File: src/rtl/prog_seq_pkg.sv
// Package: shared operation encoding and fixed vectors for the address sequencer.
// Assumes a single operation is chosen per instruction cycle.
package prog_seq_pkg;

    typedef enum logic [2:0] {
        OP_HOLD = 3'd0,
        OP_STEP = 3'd1,
        OP_JUMP = 3'd2,
        OP_CALL = 3'd3,
        OP_RET  = 3'd4,
        OP_IRQ  = 3'd5
    } seq_op_e;

    localparam int RESET_VECTOR = 0;
    localparam int IRQ_VECTOR   = 4;

endpackage

File: src/rtl/seq_op_sel.sv
// Module: seq_op_sel
// Chooses one operation per cycle from the control inputs by fixed priority:
// interrupt, return, call, jump, then plain step. Assumes that a cycle
// without the strobe changes nothing.
module seq_op_sel
    import prog_seq_pkg::*;
(
    input  logic    adv,
    input  logic    irq_take,
    input  logic    br_ret,
    input  logic    br_call,
    input  logic    br_jump,
    output seq_op_e op
);

    // Priority encode the control inputs into one operation
    always_comb begin
        if (!adv)          op = OP_HOLD;
        else if (irq_take) op = OP_IRQ;
        else if (br_ret)   op = OP_RET;
        else if (br_call)  op = OP_CALL;
        else if (br_jump)  op = OP_JUMP;
        else               op = OP_STEP;
    end

endmodule

File: src/rtl/ret_stack.sv
// Module: ret_stack
// Circular return-address stack. A save writes at the pointer and advances it.
// A removal steps the pointer back. The top output always shows the slot below
// the pointer. The fill level saturates at DEPTH and at 0, and overflow or
// underflow is never flagged. Assumes save and removal are never requested
// in the same cycle.
module ret_stack #(
    parameter int W     = 13,
    parameter int DEPTH = 8
) (
    input  logic                       clk,
    input  logic                       rst_n,
    input  logic                       push,
    input  logic                       pop,
    input  logic [W-1:0]               push_data,
    output logic [W-1:0]               top_data,
    output logic [$clog2(DEPTH+1)-1:0] level,
    output logic                       full,
    output logic                       empty
);

    localparam int PTR_W = $clog2(DEPTH);
    localparam int CNT_W = $clog2(DEPTH + 1);
    localparam logic [CNT_W-1:0] LVL_MAX = CNT_W'(DEPTH);

    logic [W-1:0]     slot [DEPTH];
    logic [PTR_W-1:0] wr_ptr;
    logic [PTR_W-1:0] rd_ptr;

    assign rd_ptr   = wr_ptr - 1'b1;
    assign top_data = slot[rd_ptr];
    assign full     = (level == LVL_MAX);
    assign empty    = (level == '0);

    // Slot storage: clear on reset, write at the pointer on a save
    genvar gi;
    generate
        for (gi = 0; gi < DEPTH; gi++) begin : g_slot
            always_ff @(posedge clk) begin
                if (!rst_n)
                    slot[gi] <= '0;
                else if (push && (wr_ptr == PTR_W'(gi)))
                    slot[gi] <= push_data;
            end
        end
    endgenerate

    // Circular write pointer: wraps in both directions
    always_ff @(posedge clk) begin
        if (!rst_n)    wr_ptr <= '0;
        else if (push) wr_ptr <= wr_ptr + 1'b1;
        else if (pop)  wr_ptr <= rd_ptr;
    end

    // Fill level: saturates at DEPTH and at zero
    always_ff @(posedge clk) begin
        if (!rst_n)               level <= '0;
        else if (push && !full)   level <= level + 1'b1;
        else if (pop  && !empty)  level <= level - 1'b1;
    end

endmodule

File: src/rtl/prog_seq.sv
// Module: prog_seq
// Instruction address sequencer. It holds the 13-bit address, chooses the next
// address from the selected operation, saves return addresses on a call or an
// interrupt, and folds the address onto the built program store of MEM_WORDS
// words. Assumes MEM_WORDS is a power of two no larger than 2**ADDR_W.
module prog_seq
    import prog_seq_pkg::*;
#(
    parameter int ADDR_W      = 13,
    parameter int STACK_DEPTH = 8,
    parameter int MEM_WORDS   = 2048
) (
    input  logic                             clk,
    input  logic                             rst_n,
    input  logic                             adv,
    input  logic                             br_jump,
    input  logic                             br_call,
    input  logic                             br_ret,
    input  logic                             irq_take,
    input  logic [ADDR_W-1:0]                br_target,
    output logic [ADDR_W-1:0]                fetch_addr,
    output logic [$clog2(STACK_DEPTH+1)-1:0] stk_level,
    output logic                             stk_full,
    output logic                             stk_empty
);

    localparam int IMPL_W = $clog2(MEM_WORDS);

    seq_op_e           op;
    logic [ADDR_W-1:0] pc;
    logic [ADDR_W-1:0] pc_inc;
    logic [ADDR_W-1:0] pc_nxt;
    logic [ADDR_W-1:0] ret_addr;
    logic              do_push;
    logic              do_pop;

    seq_op_sel u_sel (
        .adv      (adv),
        .irq_take (irq_take),
        .br_ret   (br_ret),
        .br_call  (br_call),
        .br_jump  (br_jump),
        .op       (op)
    );

    assign pc_inc  = pc + 1'b1;
    assign do_push = (op == OP_CALL) || (op == OP_IRQ);
    assign do_pop  = (op == OP_RET);

    ret_stack #(
        .W     (ADDR_W),
        .DEPTH (STACK_DEPTH)
    ) u_stack (
        .clk       (clk),
        .rst_n     (rst_n),
        .push      (do_push),
        .pop       (do_pop),
        .push_data (pc_inc),
        .top_data  (ret_addr),
        .level     (stk_level),
        .full      (stk_full),
        .empty     (stk_empty)
    );

    // Next-address select for the chosen operation
    always_comb begin
        case (op)
            OP_STEP: pc_nxt = pc_inc;
            OP_JUMP: pc_nxt = br_target;
            OP_CALL: pc_nxt = br_target;
            OP_RET:  pc_nxt = ret_addr;
            OP_IRQ:  pc_nxt = ADDR_W'(IRQ_VECTOR);
            default: pc_nxt = pc;
        endcase
    end

    // Address register: reset vector, then the selected next address
    always_ff @(posedge clk) begin
        if (!rst_n) pc <= ADDR_W'(RESET_VECTOR);
        else        pc <= pc_nxt;
    end

    // Fold onto the built store when it is smaller than the address space
    generate
        if (IMPL_W < ADDR_W) begin : g_fold
            assign fetch_addr = {{(ADDR_W-IMPL_W){1'b0}}, pc[IMPL_W-1:0]};
        end else begin : g_full
            assign fetch_addr = pc;
        end
    endgenerate

endmodule

File: config.mk
export PLATFORM = sky130hd
export DESIGN_NAME = prog_seq
export DESIGN_NICKNAME = d
export VERILOG_FILES = /design/src/rtl/prog_seq_pkg.sv /design/src/rtl/seq_op_sel.sv /design/src/rtl/ret_stack.sv /design/src/rtl/prog_seq.sv
export SDC_FILE = /design/constraint.sdc
export NUM_CORES = 1
export LEC_CHECK = 0
export ABC_AREA = 1
export CORE_ASPECT_RATIO = 1.4
export CORE_UTILIZATION = 60
export CTS_BUF_LIST = sky130_fd_sc_hd__clkbuf_4 sky130_fd_sc_hd__clkbuf_8
export DETAILED_ROUTE_END_ITERATION = 10
export PLACE_DENSITY = 0.81
export SLEW_MARGIN = 0
export SYNTH_ARGS = -nofsm -noshare
export SYNTH_HDL_FRONTEND = slang
export SYNTH_SLANG_ARGS = --single-unit
File: constraint.sdc
create_clock -name clk -period 4 [get_ports clk]
set_clock_uncertainty 0.2 [all_clocks]
set_input_delay 0.6 -clock clk [delete_from_list [all_inputs] [get_ports clk]]
set_output_delay 0.6 -clock clk [all_outputs]
set_load 0.01 [all_outputs]
## After elaboration in Yosys (flattened, before gate mapping)

Memories as Yosys holds them, arrays and structs flattened.
Cells that the tools add are included.

- Register bits: 20
- Bits in writable memories: 104
- Input bits: 20
- Output and inout port bits: 19
- Logic and storage cells: 92
- Memories: 1

- $add $sub $neg: 5
- Equality and inequality tests: 13
- Multiplexer cells: 43
- Bitwise operators: 8
- Reductions and logical operators: 19

Memory list:

| name | depth | width | read ports | clocked after Yosys merged registers in | wr ports | RTL line | source |
|---|---|---|---|---|---|---|---|
| u_stack.slot | 8 | 13 | 1 | 0 | 8 | ret_stack.sv:26 | `logic [W-1:0] slot [DEPTH];` |

Operators by type and width:

| operator | number |
|---|---|
| 13-bit two-way mux | 8 |
| 13-bit case mux with 4 select lines | 1 |
| 1-bit two-way mux | 25 |
| 3-bit == test (second input constant) | 6 |
| 3-bit two-way mux | 6 |
| 13-bit by 1-bit adder with 13-bit output (second input constant) | 1 |
| 3-bit by 2-bit == test with 1-bit output (second input constant) | 4 |
| 1-bit logical AND | 10 |
| 4-bit two-way mux | 2 |
| 1-bit OR | 8 |
| 3-bit by 1-bit == test with 1-bit output (second input constant) | 2 |
| 4-bit by 1-bit adder with 4-bit output (second input constant) | 1 |
| 4-bit == test (second input constant) | 1 |
| 4-bit logical NOT | 1 |
| 2-bit nonzero test | 2 |
| 4-bit nonzero test | 1 |
| 4-bit by 1-bit subtractor with 4-bit output (second input constant) | 1 |
| 3-bit by 1-bit adder with 3-bit output (second input constant) | 1 |
| 3-bit logical NOT | 1 |
| 3-bit by 1-bit subtractor with 3-bit output (second input constant) | 1 |
| 1-bit logical NOT | 2 |
| 2-bit two-way mux | 1 |
| 2-bit OR reduction | 1 |
| 1-bit logical OR | 1 |

## Depth between registers and ports, before layout

- Depth after elaboration: 12
- Depth in mapped cells: 14
- Gate-level depth less buffers: 12

## Hierarchy

Synthesis repeated with hierarchy kept, for this count alone.

- Cells, all modules: 737
- Area, all modules: 6510.0 um^2

Modules (own cells, without submodules):

| module | times used | cells an instance | area an instance (um^2) | seq. area each (um^2) |
|---|---|---|---|---|
| ret_stack | 1 | 532 | 5288.8 | 3263.1 |
| prog_seq | 1 | 194 | 1172.4 | 260.2 |
| seq_op_sel | 1 | 11 | 48.8 | 0.0 |

## Worst setup path after synthesis

Ideal clock, no wire load.

- Path type: input port to flip-flop
- From: input port br_call
- To: register u_stack.level[3]
- Setup time: 0.115 ns
- Arrival time: 2.022 ns
- Required time: 3.685 ns
- Path slack: 1.663 ns
- Stages on the path: 11
- Path buffers: 0
- Path through: inv_1 -> nand2_1 -> o21ai_4 -> nor2_2 -> nand2_1 -> ha_1 -> a21oi_1 -> nand2_1 -> or2_1 -> a21oi_1 -> nor2_1

- Word-level cells in the longest chain between the ends: 8
- Elaborated cells on any way between the ends: 12
- Classes of those cells: 3 x eq/ne; 5 x mux; 4 x reduce/logical

Ends and longest elaborated chain:

| element | RTL line | source |
|---|---|---|
| start: declaration | prog_seq.sv:17 | `input logic br_call,` |
| 3-bit two-way mux (*) | seq_op_sel.sv:21 | `else if (br_call) op = OP_CALL;` |
| 3-bit two-way mux (*) | seq_op_sel.sv:20 | `else if (br_ret) op = OP_RET;` |
| 3-bit two-way mux (*) | seq_op_sel.sv:19 | `else if (irq_take) op = OP_IRQ;` |
| 3-bit two-way mux (*) | seq_op_sel.sv:18 | `if (!adv) op = OP_HOLD;` |
| 3-bit by 2-bit == test with 1-bit output or 3-bit == test (tied branches) | prog_seq.sv:47 | `assign do_push = (op == OP_CALL) \|\| (op == OP_IRQ);` |
| 1-bit logical OR | prog_seq.sv:47 |  |
| 1-bit logical AND | ret_stack.sv:58 | `else if (push && !full) level <= level + 1'b1;` |
| 4-bit two-way mux or 2-bit nonzero test (tied branches) | -- |  |
| end signal: assignment | ret_stack.sv:58 |  |
| end signal: assignment | ret_stack.sv:59 | `else if (pop && !empty) level <= level - 1'b1;` |
| end: declaration | ret_stack.sv:17 | `output logic [$clog2(DEPTH+1)-1:0] level,` |

Mark *: on every way between the ends. The rest lies on a longest branch, timed or not.
A chain may end at the register's enable or synchronous reset.

## Worst setup path in the final report

- From: input port irq_take
- To: register u_stack.level[3]

- Word-level cells in the longest chain between the ends: 6
- Elaborated cells on any way between the ends: 10
- Classes of those cells: 3 x eq/ne; 3 x mux; 4 x reduce/logical

Ends and longest elaborated chain:

| element | RTL line | source |
|---|---|---|
| start: declaration | prog_seq.sv:19 | `input logic irq_take,` |
| 3-bit two-way mux (*) | seq_op_sel.sv:19 |  |
| 3-bit two-way mux (*) | seq_op_sel.sv:18 |  |
| 3-bit by 2-bit == test with 1-bit output or 3-bit == test (tied branches) | prog_seq.sv:47 |  |
| 1-bit logical OR | prog_seq.sv:47 |  |
| 1-bit logical AND | ret_stack.sv:58 |  |
| 4-bit two-way mux or 2-bit nonzero test (tied branches) | -- |  |

Marks and branches as above.

==> run summary <==
status -> complete, no violations
initial antenna violation count -> 0
clock sinks -> 106
cells after synthesis -> 631
startpoint types -> primary input
post-detail-place hpwl -> 9.21 mm
ranking of synthesized cells by area -> edfxtp_1 49%, nor2_1 10%, nand2_1 8.8%
sw frac -> 29.0%
RSZ-0062 raised after global routing -> no
Worst EP required -> 4060 ps
routability cong. -> 0.942
Overflow after GRT -> 0
Mapped Area -> 5390 sq um
DRC viols -> 0
Inserted Clock Buffers -> 9
Critical Path End Type -> register
crit path DAT -> 2970 ps
Die W -> 82.1 um
Total GRT Usage -> 31.3%
P_leak -> 2.35 nW
ANT nets after route -> 0
crit path kind -> in -> reg
cts hold-fix bufs -> 0
Resized cells post-CTS -> 0
fillers -> 700
Crit path max-delay family -> buffers and inverters
CTS tree -> built
internal power -> 1.73 mW
Nets -> 682
Comb power frac -> 19.6%
Post-synth EDFFs -> 88
Reg2Reg Capture Point -> pc[2]
max-cap viol count -> 0
CP Max Fanout -> 21
post-synth top area cell -> edfxtp_1
H-tree Lvls -> 3
syn avg cell area -> 8.55 sq um
Starting DRT DRC Count -> 476
power per cell area -> 408 nW/um^2
crit path cell chain -> clkdlybuf4s50_1 > inv_2 > nand2_1 > o21ai_4 > nor2_2 > buf_4 > nand2_1 > ha_1 > a21oi_1 > nand2_1 > or2_1 > a21oi_1 > nor2_1
FFs w/ async S/R, synth -> 0%
largest net degree at the start of global routing -> 48
CTS Buffer Depth -> 2
Final min period -> 2910 ps
buffers plus inverters on the worst setup path -> 3
Critical Path Source -> irq_take
Crit path depth -> 13
IR Drop Worst-Case VDD -> 0.290 mV
via count -> 4480
first-pass GRT wire length -> 20.8 mm
DRT Pass-1 Iters -> 6
starting density of the core -> 62.3%
Clock Latency Late Sink -> 380 ps
clk slew on worst S/H paths -> 80 ps
Post-Route WL -> 13.6 mm
post-route clock period utilization -> 72.8%
FF-to-FF setup slack -> 1320 ps
slew of the pin with the lowest slew margin -> 765 ps
Net Switching -> 706 uW
antenna diode count -> 0
YS warnings -> 0
unique cell type count in the Yosys netlist -> 29
clock network power share -> 27.1%
most used cell, CP -> nand2_1
buffers added on ports -> 34
CP endpoint -> u_stack.level[3]
core area -> 8660 sq um
Slowest-stage cell, CP -> clkdlybuf4s50_1
I/O pins -> 39
Synth Flop Type -> edfxtp_1
Final Hold Fails -> 0
drt wl/cell -> 17.8 um
root buf cell -> clkbuf_8
R2R cell count -> 10
row count -> 40
post-CTS setup buffers -> 0
Hold Crit Start -> u_stack.wr_ptr[1]
Yosys top cell area share -> 49.0%
Flop pwr share -> 53.3%
CP peak stage delay -> 540 ps
post-synthesis sequential area ratio -> 55.7%
die height -> 114 um
Slew HR -> 48.9%
worst hold slack -> 367 ps
Hold Path Class -> reg -> reg
die area -> 9380 sq um
Yosys reg bits -> 106
Setup TNS Final -> 0 ps
P&R area growth vs syn -> 10.4%
r2r startpoint -> u_stack.wr_ptr[0]
maximum clock rate -> 344 MHz
vias per cell -> 5.89
share of layout cells above drive strength 1 -> 5.64%
Final setup viols -> 0
Layout Utilization -> 68.8%
Slew Limit Fails -> 0
vias in the first global route -> 4146
tightest hold or removal path: stages, from the launching register on:
cell and delay, ps:
dfxtp_1 360, nand2_1 80, a31oi_1 70
cell families after synthesis:
| group | after synthesis | synth area share [%] |
|---|---|---|
| AO/OA/AOI/OAI | 56 | 5.48 |
| XOR/XNOR | 7 | 1.28 |
| adder cells (fa/ha/maj) | 11 | 2.69 |
| buffers and inverters | 83 | 6.54 |
| flip-flops | 106 | 55.7 |
| other | 1 | 0.0695 |
| AND/OR/NAND/NOR | 367 | 28.3 |
power groups by stage:
| stage | combinational, mW | clock, mW | sequential (mW) |
|---|---|---|---|
| 2_1_floorplan | 0.296 | 0 | 1.31 |
| 3_3_place_gp | 0.454 | 0 | 1.32 |
| 3_5_place_dp | 0.470 | 0 | 1.32 |
| 4_1_cts | 0.473 | 0.655 | 1.29 |
| 5_1_grt | 0.521 | 0.698 | 1.30 |
| 6_report | 0.478 | 0.659 | 1.30 |
layer usage:
layer  vias up  GRT usage, %  routed length [um]
met3        54          4.22                 999
met1      2094          38.0                4920
met4         0          21.3                 915
met2       225          50.8                6720
li1       2107             -                   -
met5         -             0                   0
area by class of cell:
type                    count  area (sq um)  share of cell area [%]
flip-flops and latches    106          3000                    50.4
clock buffers              13           154                    2.58
repair buffers             42           400                    6.72
well taps                 105           131                    2.21
inverters                  49           184                    3.09
multi-input cells         443          2040                    34.3
clock inverters             3          42.5                   0.714
cells in the final DEF (no fill, tap or decap), types with 2 or more instances in the layout:
master / netlist / routed
o21ai_1: 2 / 2
inv_2: 4 / 4
clkbuf_8: 0 / 9
clkdlybuf4s50_1: 0 / 34
ha_1: 10 / 10
clkinv_1: 5 / 5
nor2_2: 3 / 3
xor2_1: 3 / 3
nand4_1: 9 / 9
dfxtp_1: 18 / 18
edfxtp_1: 88 / 88
xnor2_1: 3 / 3
conb_1: 1 / 2
nand3_1: 77 / 77
nand2_1: 126 / 126
nor2_1: 146 / 146
a21oi_1: 22 / 22
clkbuf_4: 0 / 4
inv_1: 40 / 40
o21ai_0: 28 / 28
a31oi_1: 3 / 3
buf_4: 4 / 8
or2_2: 3 / 3
cells in the mapped netlist, drive strengths merged, types with 4 or more instances:
library cell  instances
nor2                149
nand2               126
edfxtp               88
nand3                78
inv                  44
o21ai                31
buf                  27
a21oi                22
dfxtp                18
ha                   10
nand4                 9
clkbuf                7
clkinv                5
or2                   4
xor2                  4
how the worst min path moves through the flow:
stage / end / slack (ps) / cells past startpoint
6_report: u_stack.wr_ptr[1] / 370 / 2
5_1_grt: u_stack.wr_ptr[1] / 390 / 2
4_1_cts: u_stack.wr_ptr[1] / 350 / 2
3_5_place_dp: u_stack.wr_ptr[1] / 330 / 2
3_3_place_gp: u_stack.wr_ptr[1] / 310 / 2
2_1_floorplan: u_stack.wr_ptr[1] / 280 / 2
registers in the layout, indices dropped and copies added (netlist names):
signal / flops
pc: 11
u_stack.level: 4
u_stack.wr_ptr: 3
u_stack.slot: 88
metrics by stage:
stage / worst slack (ps) / area, sq um / std cells / power, mW
6_report: 1090 / 5960 / 761 / 2.43
5_1_grt: 900 / 5960 / 761 / 2.52
4_1_cts: 1120 / 5960 / 761 / 2.42
3_5_place_dp: 738 / 5760 / 745 / 1.79
3_3_place_gp: 920 / 5760 / 745 / 1.77
2_1_floorplan: 1660 / 5400 / 632 / 1.61
No activity file was read; power rests on OpenSTA's default activity.
